**src/rtl/ptw_pkg.sv**
```systemverilog
package ptw_pkg;
  localparam int OFF_W     = 12;
  localparam int IDX_W     = 10;
  localparam int VA_W      = OFF_W + 2 * IDX_W;
  localparam int PN_W      = VA_W - OFF_W;
  localparam int PTE_W     = 32;
  localparam int PTE_SHIFT = 2;
  localparam int VALID_BIT = 0;

  typedef enum logic [2:0] {
    ST_IDLE, ST_RD_OUT, ST_WT_OUT, ST_RD_IN, ST_WT_IN, ST_DONE, ST_FAULT
  } walk_st_t;

  function automatic logic [IDX_W-1:0] outer_idx(input logic [VA_W-1:0] va);
    return va[VA_W-1 -: IDX_W];
  endfunction

  function automatic logic [IDX_W-1:0] inner_idx(input logic [VA_W-1:0] va);
    return va[OFF_W +: IDX_W];
  endfunction

  function automatic logic [VA_W-1:0] entry_addr(input logic [PN_W-1:0] tbl,
                                                 input logic [IDX_W-1:0] idx);
    logic [VA_W-1:0] off;
    off = VA_W'(idx) << PTE_SHIFT;
    return {tbl, {OFF_W{1'b0}}} + off;
  endfunction

  function automatic logic pte_ok(input logic [PTE_W-1:0] pte);
    return pte[VALID_BIT];
  endfunction

  function automatic logic [PN_W-1:0] pte_pn(input logic [PTE_W-1:0] pte);
    return pte[PTE_W-1 -: PN_W];
  endfunction
endpackage

```
**src/rtl/ptw_pte_check.sv**
```systemverilog
module ptw_pte_check
  import ptw_pkg::*;
(
  input  logic [PTE_W-1:0] pte,
  output logic             pte_valid,
  output logic [PN_W-1:0]  pte_base
);
  assign pte_valid = pte_ok(pte);
  assign pte_base  = pte_pn(pte);
endmodule

```
**src/rtl/ptw_addr_gen.sv**
```systemverilog
module ptw_addr_gen
  import ptw_pkg::*;
(
  input  logic            inner_lvl,
  input  logic [VA_W-1:0] va,
  input  logic [PN_W-1:0] root_pn,
  input  logic [PN_W-1:0] tbl_pn,
  output logic [VA_W-1:0] addr
);
  always_comb begin
    if (inner_lvl) addr = entry_addr(tbl_pn, inner_idx(va));
    else           addr = entry_addr(root_pn, outer_idx(va));
  end
endmodule

```
**src/rtl/ptw_ctrl.sv**
```systemverilog
module ptw_ctrl
  import ptw_pkg::*;
(
  input  logic            clk,
  input  logic            rst_n,
  input  logic            req_valid,
  input  logic [VA_W-1:0] req_vaddr,
  input  logic [PN_W-1:0] root_pn,
  input  logic            mem_rvalid,
  input  logic            pte_valid,
  input  logic [PN_W-1:0] pte_base,
  output logic            req_ready,
  output logic            mem_req,
  output logic            inner_lvl,
  output logic [VA_W-1:0] va_q,
  output logic [PN_W-1:0] root_q,
  output logic [PN_W-1:0] tbl_q,
  output logic            rsp_valid,
  output logic            rsp_fault,
  output logic            rsp_level,
  output logic [VA_W-1:0] rsp_paddr,
  output logic            ev_accept,
  output logic            ev_out_ok,
  output logic            ev_out_bad,
  output logic            ev_in_ok,
  output logic            ev_in_bad
);
  walk_st_t        st, st_nx;
  logic [PN_W-1:0] frame_q;
  logic            lvl_q;

  assign ev_accept  = (st == ST_IDLE) && req_valid;
  assign ev_out_ok  = (st == ST_WT_OUT) && mem_rvalid && pte_valid;
  assign ev_out_bad = (st == ST_WT_OUT) && mem_rvalid && !pte_valid;
  assign ev_in_ok   = (st == ST_WT_IN) && mem_rvalid && pte_valid;
  assign ev_in_bad  = (st == ST_WT_IN) && mem_rvalid && !pte_valid;

  always_comb begin
    st_nx = st;
    case (st)
      ST_IDLE:   if (ev_accept) st_nx = ST_RD_OUT;
      ST_RD_OUT: st_nx = ST_WT_OUT;
      ST_WT_OUT: begin
        if (ev_out_ok)       st_nx = ST_RD_IN;
        else if (ev_out_bad) st_nx = ST_FAULT;
      end
      ST_RD_IN:  st_nx = ST_WT_IN;
      ST_WT_IN: begin
        if (ev_in_ok)       st_nx = ST_DONE;
        else if (ev_in_bad) st_nx = ST_FAULT;
      end
      default:   st_nx = ST_IDLE;
    endcase
  end

  always_ff @(posedge clk) begin
    if (!rst_n) begin
      st      <= ST_IDLE;
      va_q    <= '0;
      root_q  <= '0;
      tbl_q   <= '0;
      frame_q <= '0;
      lvl_q   <= 1'b0;
    end else begin
      st <= st_nx;
      if (ev_accept) begin
        va_q   <= req_vaddr;
        root_q <= root_pn;
      end
      if (ev_out_ok)  tbl_q   <= pte_base;
      if (ev_out_bad) lvl_q   <= 1'b0;
      if (ev_in_ok)   frame_q <= pte_base;
      if (ev_in_bad)  lvl_q   <= 1'b1;
    end
  end

  assign req_ready = (st == ST_IDLE);
  assign mem_req   = (st == ST_RD_OUT) || (st == ST_RD_IN);
  assign inner_lvl = (st == ST_RD_IN) || (st == ST_WT_IN);
  assign rsp_valid = (st == ST_DONE) || (st == ST_FAULT);
  assign rsp_fault = (st == ST_FAULT);
  assign rsp_level = (st == ST_FAULT) && lvl_q;
  assign rsp_paddr = (st == ST_DONE) ? {frame_q, va_q[OFF_W-1:0]} : '0;
endmodule

```
**src/rtl/pt_walker.sv**
```systemverilog
module pt_walker
  import ptw_pkg::*;
(
  input  logic             clk,
  input  logic             rst_n,
  input  logic             req_valid,
  output logic             req_ready,
  input  logic [VA_W-1:0]  req_vaddr,
  input  logic [PN_W-1:0]  root_ppn,
  output logic             mem_req,
  output logic [VA_W-1:0]  mem_addr,
  input  logic             mem_rvalid,
  input  logic [PTE_W-1:0] mem_rdata,
  output logic             rsp_valid,
  output logic             rsp_fault,
  output logic             rsp_level,
  output logic [VA_W-1:0]  rsp_paddr
);
  logic            pte_valid;
  logic [PN_W-1:0] pte_base;
  logic            inner_lvl;
  logic [VA_W-1:0] va_q;
  logic [PN_W-1:0] root_q;
  logic [PN_W-1:0] tbl_q;
  logic            ev_accept, ev_out_ok, ev_out_bad, ev_in_ok, ev_in_bad;

  ptw_pte_check u_pte (
    .pte       (mem_rdata),
    .pte_valid (pte_valid),
    .pte_base  (pte_base)
  );

  ptw_addr_gen u_agen (
    .inner_lvl (inner_lvl),
    .va        (va_q),
    .root_pn   (root_q),
    .tbl_pn    (tbl_q),
    .addr      (mem_addr)
  );

  ptw_ctrl u_ctrl (
    .clk        (clk),
    .rst_n      (rst_n),
    .req_valid  (req_valid),
    .req_vaddr  (req_vaddr),
    .root_pn    (root_ppn),
    .mem_rvalid (mem_rvalid),
    .pte_valid  (pte_valid),
    .pte_base   (pte_base),
    .req_ready  (req_ready),
    .mem_req    (mem_req),
    .inner_lvl  (inner_lvl),
    .va_q       (va_q),
    .root_q     (root_q),
    .tbl_q      (tbl_q),
    .rsp_valid  (rsp_valid),
    .rsp_fault  (rsp_fault),
    .rsp_level  (rsp_level),
    .rsp_paddr  (rsp_paddr),
    .ev_accept  (ev_accept),
    .ev_out_ok  (ev_out_ok),
    .ev_out_bad (ev_out_bad),
    .ev_in_ok   (ev_in_ok),
    .ev_in_bad  (ev_in_bad)
  );
endmodule

```
**config.mk**
```make
export PLATFORM = sky130hd
export DESIGN_NAME = pt_walker
export DESIGN_NICKNAME = d
export VERILOG_FILES = /design/src/rtl/ptw_pkg.sv /design/src/rtl/ptw_pte_check.sv /design/src/rtl/ptw_addr_gen.sv /design/src/rtl/ptw_ctrl.sv /design/src/rtl/pt_walker.sv
export SDC_FILE = /design/constraint.sdc
export NUM_CORES = 1
export LEC_CHECK = 0
export ABC_AREA = 1
export BUFFER_PORTS_ARGS = -buffer_cell sky130_fd_sc_hd__buf_2
export CAP_MARGIN = 20
export CORE_ASPECT_RATIO = 0.8
export CORE_UTILIZATION = 49
export CTS_CLUSTER_SIZE = 25
export DETAILED_ROUTE_END_ITERATION = 12
export PLACE_DENSITY = 0.89
export SLEW_MARGIN = 15
export SYNTH_ARGS = -nofsm -noshare
export SYNTH_HDL_FRONTEND = slang
export SYNTH_SLANG_ARGS = --single-unit
```
**constraint.sdc**
```tcl
create_clock -name clk -period 1.65 [get_ports clk]
set_input_delay 0.4125 -clock clk [delete_from_list [all_inputs] [get_ports clk]]
set_output_delay 0.4125 -clock clk [all_outputs]
set_load 0.05 [all_outputs]
```
==> flow_summary_export.csv, run 1 <==
group,metric,value,unit
routing,via_per_inst,5.16,
routing,drc,0,
worst_setup_path,r2r_cells,9,
worst_setup_path,r2r_start,"u_ctrl.st[0]$_SDFFE_PN0P_",
global_routing,grt_use_total,0.288,
clock_tree,cts_buffer_depth,2,
routing,final_antenna_net_count,0,
routing,vias,4248,
sta,max_freq,0.484,GHz
synth,syn_area,4020,sq um
floorplanning,rows,29,
power,vdd_drop_max,1.07,mV
clock_tree,path_clk_slew,90,ps
final_layout,syn_to_final_growth,68.7,%
synth,synth_area_leader_cell,"dfxtp_1",
floorplanning,core-area,7950,sq um
sta,finalHoldViolations,0,
worst_hold_path,hold_path_depth,3,
place,io_buffer_count,143,
power,p_per_area,1570,nW/um^2
floorplanning,die_w,103,um
synth,synth.top_cell.area_share,0.479,
floorplanning,die_h,83.0,um
synth,synth_seq_cells,96,
sta,finalSetupViolCount,67,
sta,slew_violations,0,
clock_tree,cts_made_buffers,9,
worst_setup_path,rrSetupSlack,60,ps
sta,finalCritPeriodShare,1.25,
synth,ys_types,18,
final_layout,num_antenna_cells,0,
worst_setup_path,required,1240,ps
worst_hold_path,hold_path_startpoint,"req_vaddr[12]",
power,power.total,10.7,mW
worst_setup_path,end_kind,"output port",
synth,netlist_instances,556,
clock_tree,clock-root-buffer,"clkbuf_8",
global_routing,gr-total-overflow,0,
power,p_leak,2.99,nW
routing,drt_wl_total,12600,um
sta,finClkSkew,8.13,ps
final_layout,drive_gt1_frac,0.434,
synth,synthTopCellsByArea,"dfxtp_1, o21ai_0, a21oi_1",
global_routing,grt_pass1_vias,4196,
floorplanning,initial_utilization,0.505,
worst_hold_path,hold_end,"u_ctrl.va_q[12]$_SDFFE_PN0P_",
worst_setup_path,cp_max_fo,7,
worst_setup_path,cp.arrival,1650,ps
sta,rsz0062_at_grt,"true",
routing,firstDrtPassIters,5,
synth,ys_warn_count,0,
routing,wl_per_cell,15.3,um
global_routing,antenna_found_initial,0,
clock_tree,clkLatencyLatePin,370,ps
worst_hold_path,hp-class,"input pin to flop",
synth,avgSynthCellArea,7.22,sq um
worst_setup_path,critical_path_class,"flop to output port",
final_layout,fin_util,0.853,
floorplanning,dieArea,8560,sq um
clock_tree,cts_tree,"built",
run,cap_viol_max_count,0,
status,violations,"setup timing",
clock_tree,htree_levels,3,
worst_setup_path,reg2reg_to,"u_ctrl.root_q[2]$_SDFFE_PN0P_",
clock_tree,cts.sinks,96,
place,hpwl,7760,um
status,run_status,"finished with violations",
final_layout,nets,801,
place,gp_congestion,0.868,
sta,period_minus_slack,2060,ps
global_routing,grt_first_pass_wirelength,19100,um
routing,drt_iter0_drc,200,
floorplanning,io_pins,157,
sta,fin_ws,-415,ps
synth,ys_seq_area_frac,0.479,
global_routing,grt_start_max_net_pins,48,
worst_setup_path,critPathLaunchType,"flop",
-- cell usage in the layout, fill, tap and decap left out, drive strengths merged --
master,instances
dfxtp,96
conb,2
o21ai,114
nor2,39
bufinv,1
clkbuf,11
clkinv,1
a21oi,96
buf,181
clkinvlp,2
nand3,20
inv,95
nand2,58
-- flip-flops by register name (all words and copies together) (netlist names) --
name,count
u_ctrl.tbl_q,20
u_ctrl.st,3
u_ctrl.root_q,20
u_ctrl.va_q,32
u_ctrl.frame_q,20
u_ctrl.lvl_q,1
-- cell families (layout without fill, tap and decap cells) --
logic type             after synthesis  after routing  synth area share
AO/OA/AOI/OAI                      210            210             0.262
buffers and inverters              135            291             0.141
AND/OR/NAND/NOR                    114            117             0.118
flip-flops                          96             96             0.479
other                                1              2          0.000934
-- stage by stage --
step | std cells | setup slack (ps) | hold WS, ps | area [sq um] | TNS [ps]
2_1_floorplan | 557 | -162 | 429 | 4720 | -8970
3_3_place_gp | 798 | -123 | 442 | 5660 | -2420
3_5_place_dp | 798 | -178 | 443 | 5660 | -3830
4_1_cts | 818 | -409 | 303 | 6480 | -21700
5_1_grt | 824 | -484 | 307 | 6780 | -27150
6_report | 824 | -415 | 308 | 6780 | -23090
-- power breakdown --
group / leakage [nW] / total (mW) / internal, mW / switching [mW]
combinational: 2.12 / 6.10 / 2.42 / 3.68
sequential: 0.788 / 3.06 / 2.82 / 0.240
clock: 0.0876 / 1.50 / 0.687 / 0.818
total: 2.99 / 10.7 / 5.92 / 4.74
-- cell usage after synthesis --
library cell    n
clkbuf_2        2
conb_1          1
a21oi_1        96
o21ai_0       102
nor2_1         37
nand3_1        18
buf_4           2
nand2_2         2
inv_2           4
dfxtp_1        96
nand3_2         2
clkbuf_1       13
inv_1          90
o21ai_1        12
nand2_1        53
nor2_2          2
buf_2          21
buf_6           3
-- cell type report --
class	instances	area, sq um
multi-input cells	329	2370
flip-flops and latches	96	1930
repair buffers	183	1790
fillers	441	1170
inverters	94	363
well taps	108	135
clock buffers	9	124
clock inverters	5	58.8
-- worst max-delay path, cell delays in order (launching register included) --
cell,delay (ps)
dfxtp_4,390
inv_4,40
nor2_4,150
nand2_8,100
nand2_8,140
buf_12,170
nand2_4,60
o21ai_4,60
buf_6,170
-- metal layers --
layer | global-route usage | part of all wire
met1 | 0.309 | 0.38
met2 | 0.541 | 0.55
met3 | 0.0875 | 0.058
met4 | 0.0640 | 0.012
met5 | 0 | 0
-- what timing repair did --
action / in CTS / in global routing
setup endpoints to repair: 67 / 72
gates resized for setup: 167 / 62
gates cloned: 5 / 2
hold buffers: 0 / 0
setup buffers: 2 / 4
pin swaps: 5 / 1
-- worst max-delay path by stage --
stage	end	slack, ps	depth (start not counted)	from
2_1_floorplan	rsp_paddr[22]	-160	3	u_ctrl.st[2]$_SDFFE_PN0P_
3_3_place_gp	mem_addr[20]	-120	7	u_ctrl.st[0]$_SDFFE_PN0P_
3_5_place_dp	mem_addr[21]	-180	7	u_ctrl.st[0]$_SDFFE_PN0P_
4_1_cts	mem_addr[21]	-410	8	u_ctrl.st[0]$_SDFFE_PN0P_
5_1_grt	mem_addr[19]	-480	8	u_ctrl.st[0]$_SDFFE_PN0P_
6_report	mem_addr[19]	-410	8	u_ctrl.st[0]$_SDFFE_PN0P_
(Power assumes the default switching activity.)
==> run 2, diff against run 1 <==
--- a/config.mk
+++ b/config.mk
@@ -12,7 +12,7 @@
 export CORE_UTILIZATION = 49
 export CTS_CLUSTER_SIZE = 25
 export DETAILED_ROUTE_END_ITERATION = 12
-export PLACE_DENSITY = 0.89
+export PLACE_DENSITY = 0.83
 export SLEW_MARGIN = 15
 export SYNTH_ARGS = -nofsm -noshare
 export SYNTH_HDL_FRONTEND = slang
==> run 2 against run 1 <==
The run still ends with setup timing left. Utilization increased by 2.2 points. Critical path depth unchanged. Clock skew increased by 6.2 ps. Combinational power increased by 6.4%. Clock power decreased by 6%. Via count increased by 5.2%. Largest cell class unchanged. Largest power group unchanged.
==> flow_summary_export.csv, run 2 (synthesis gave the netlist of run 1 again) <==
group,metric,value,unit
place,io_buffer_count,143,
routing,wl_per_cell,16.9,um
floorplanning,io_pins,157,
sta,fin_ws,-416,ps
final_layout,nets,805,
global_routing,grt_first_pass_wirelength,19200,um
final_layout,drive_gt1_frac,0.436,
routing,drt_wl_total,14000,um
power,vdd_drop_max,1.25,mV
final_layout,final_common_cell,"a21oi_1",
clock_tree,cts_made_buffers,9,
sta,finalCritPeriodShare,1.25,
routing,drc,0,
sta,max_freq,0.484,GHz
global_routing,grt_use_total,0.289,
routing,via_per_inst,5.39,
routing,final_antenna_net_count,0,
floorplanning,rows,29,
sta,finClkSkew,14.3,ps
final_layout,largest_reg_flops,32,
worst_setup_path,cp.arrival,1650,ps
final_layout,final_cell_mix,"a21oi_1, dfxtp_1, inv_1",
sta,hold_slack,304,ps
sta,rsz0062_at_grt,"true",
clock_tree,clock-root-buffer,"clkbuf_8",
worst_setup_path,crit_path_cell_trace,"inv_4, nor2_4, nand2_8, nand2_8, buf_6, nand2_4, o21ai_4, buf_8",
clock_tree,path_clk_slew,100,ps
worst_setup_path,slowest_delay,390,ps
final_layout,syn_to_final_growth,73.2,%
routing,drt_iter0_drc,251,
floorplanning,core-area,7950,sq um
clock_tree,clkLatencyLatePin,360,ps
final_layout,multi_input_area,2430,sq um
final_layout,seq_area,1930,sq um
sta,fin_setup_tns,-21770,ps
worst_setup_path,cp_max_fo,5,
floorplanning,dieArea,8560,sq um
sta,finalHoldViolations,0,
sta,slew_violations,0,
worst_setup_path,critPathLaunchType,"flop",
place,postPlaceCellArea,5600,sq um
worst_setup_path,cp_slowest_cell,"dfxtp_4",
final_layout,post-route-cell-area,6950,sq um
status,run_status,"finished with violations",
worst_setup_path,crit_buf_inv,3,
worst_setup_path,required,1240,ps
clock_tree,cts.sinks,96,
global_routing,grt_pass1_vias,4139,
place,gp_congestion,0.862,
global_routing,grt_start_max_net_pins,71,
clock_tree,cts_buffer_depth,2,
global_routing,antenna_found_initial,0,
floorplanning,die_h,83.0,um
worst_hold_path,hp-class,"input pin to flop",
final_layout,fill_cells,368,
power,p_per_area,1580,nW/um^2
routing,vias,4471,
floorplanning,initial_utilization,0.505,
status,violations,"setup timing",
place,hpwl,7870,um
worst_setup_path,cp_top_family,"simple AND/OR/NAND/NOR gates",
final_layout,num_antenna_cells,0,
run,cap_viol_max_count,0,
final_layout,regMostFlops,"u_ctrl.va_q",
routing,firstDrtPassIters,5,
worst_setup_path,cpMostUsedCell,"nand2_8",
power,power.total,11.0,mW
sta,finalSetupViolCount,67,
sta,period_minus_slack,2070,ps
clock_tree,cts_tree,"built",
clock_tree,htree_levels,3,
worst_setup_path,critical_path_class,"flop to output port",
floorplanning,die_w,103,um
global_routing,gr-total-overflow,0,
power,p_leak,3.06,nW
worst_setup_path,end_kind,"output port",
==> run 2: path summary, 6_finish.rpt <==
path / end / cells past startpoint / start / slack [ps]
max: mem_addr[20] / 8 / u_ctrl.st[0]$_SDFFE_PN0P_ / -420
min: u_ctrl.va_q[16]$_SDFFE_PN0P_ / 3 / req_vaddr[16] / 300
max reg2reg: u_ctrl.root_q[9]$_SDFFE_PN0P_ / 10 / u_ctrl.st[2]$_SDFFE_PN0P_ / 20
min reg2reg: u_ctrl.va_q[18]$_SDFFE_PN0P_ / 2 / u_ctrl.va_q[18]$_SDFFE_PN0P_ / 480
==> run 2: metrics by stage <==
stage | cells | utilization | setup WS [ps]
2_1_floorplan | 557 | - | -162
3_3_place_gp | 794 | 0.705 | -118
3_5_place_dp | 794 | 0.705 | -164
4_1_cts | 820 | 0.821 | -374
5_1_grt | 830 | 0.875 | -485
6_report | 830 | 0.875 | -416
==> run 2: report_power, final <==
group	internal (mW)	switching, mW
Clock	0.595	0.819
Sequential	2.82	0.253
Combinational	2.58	3.91
==> run 2: cell type report <==
type | count | area share
Multi-Input combinational cell | 328 | 0.349
Sequential cell | 96 | 0.278
Timing Repair Buffer | 188 | 0.276
Inverter | 94 | 0.0525
Clock buffer | 12 | 0.0209
Tap cell | 108 | 0.0194
Clock inverter | 4 | 0.00432
==> run 2: timing repair <==
| item | 4_1_cts | 5_1_grt |
|---|---|---|
| buffers inserted | 5 | 7 |
| cloned | 5 | 5 |
| hold endpoints to repair | 0 | 0 |
| gates resized for setup | 183 | 67 |
| hold buffers | 0 | 0 |
| pin swaps | 4 | 6 |
| endpoints found under the setup margin | 67 | 128 |
==> run 2: tightest hold or removal path, stage by stage <==
cell	delay, ps
buf_2	90
nand3_1	70
a21oi_1	60
==> run 2: layer usage <==
metal | vias up | part of all wire | track usage
met4 | 0 | 0.035 | 0.0935
li1 | 2114 | - | -
met5 | - | 0 | 0
met1 | 2150 | 0.39 | 0.318
met3 | 44 | 0.056 | 0.0875
met2 | 163 | 0.52 | 0.522
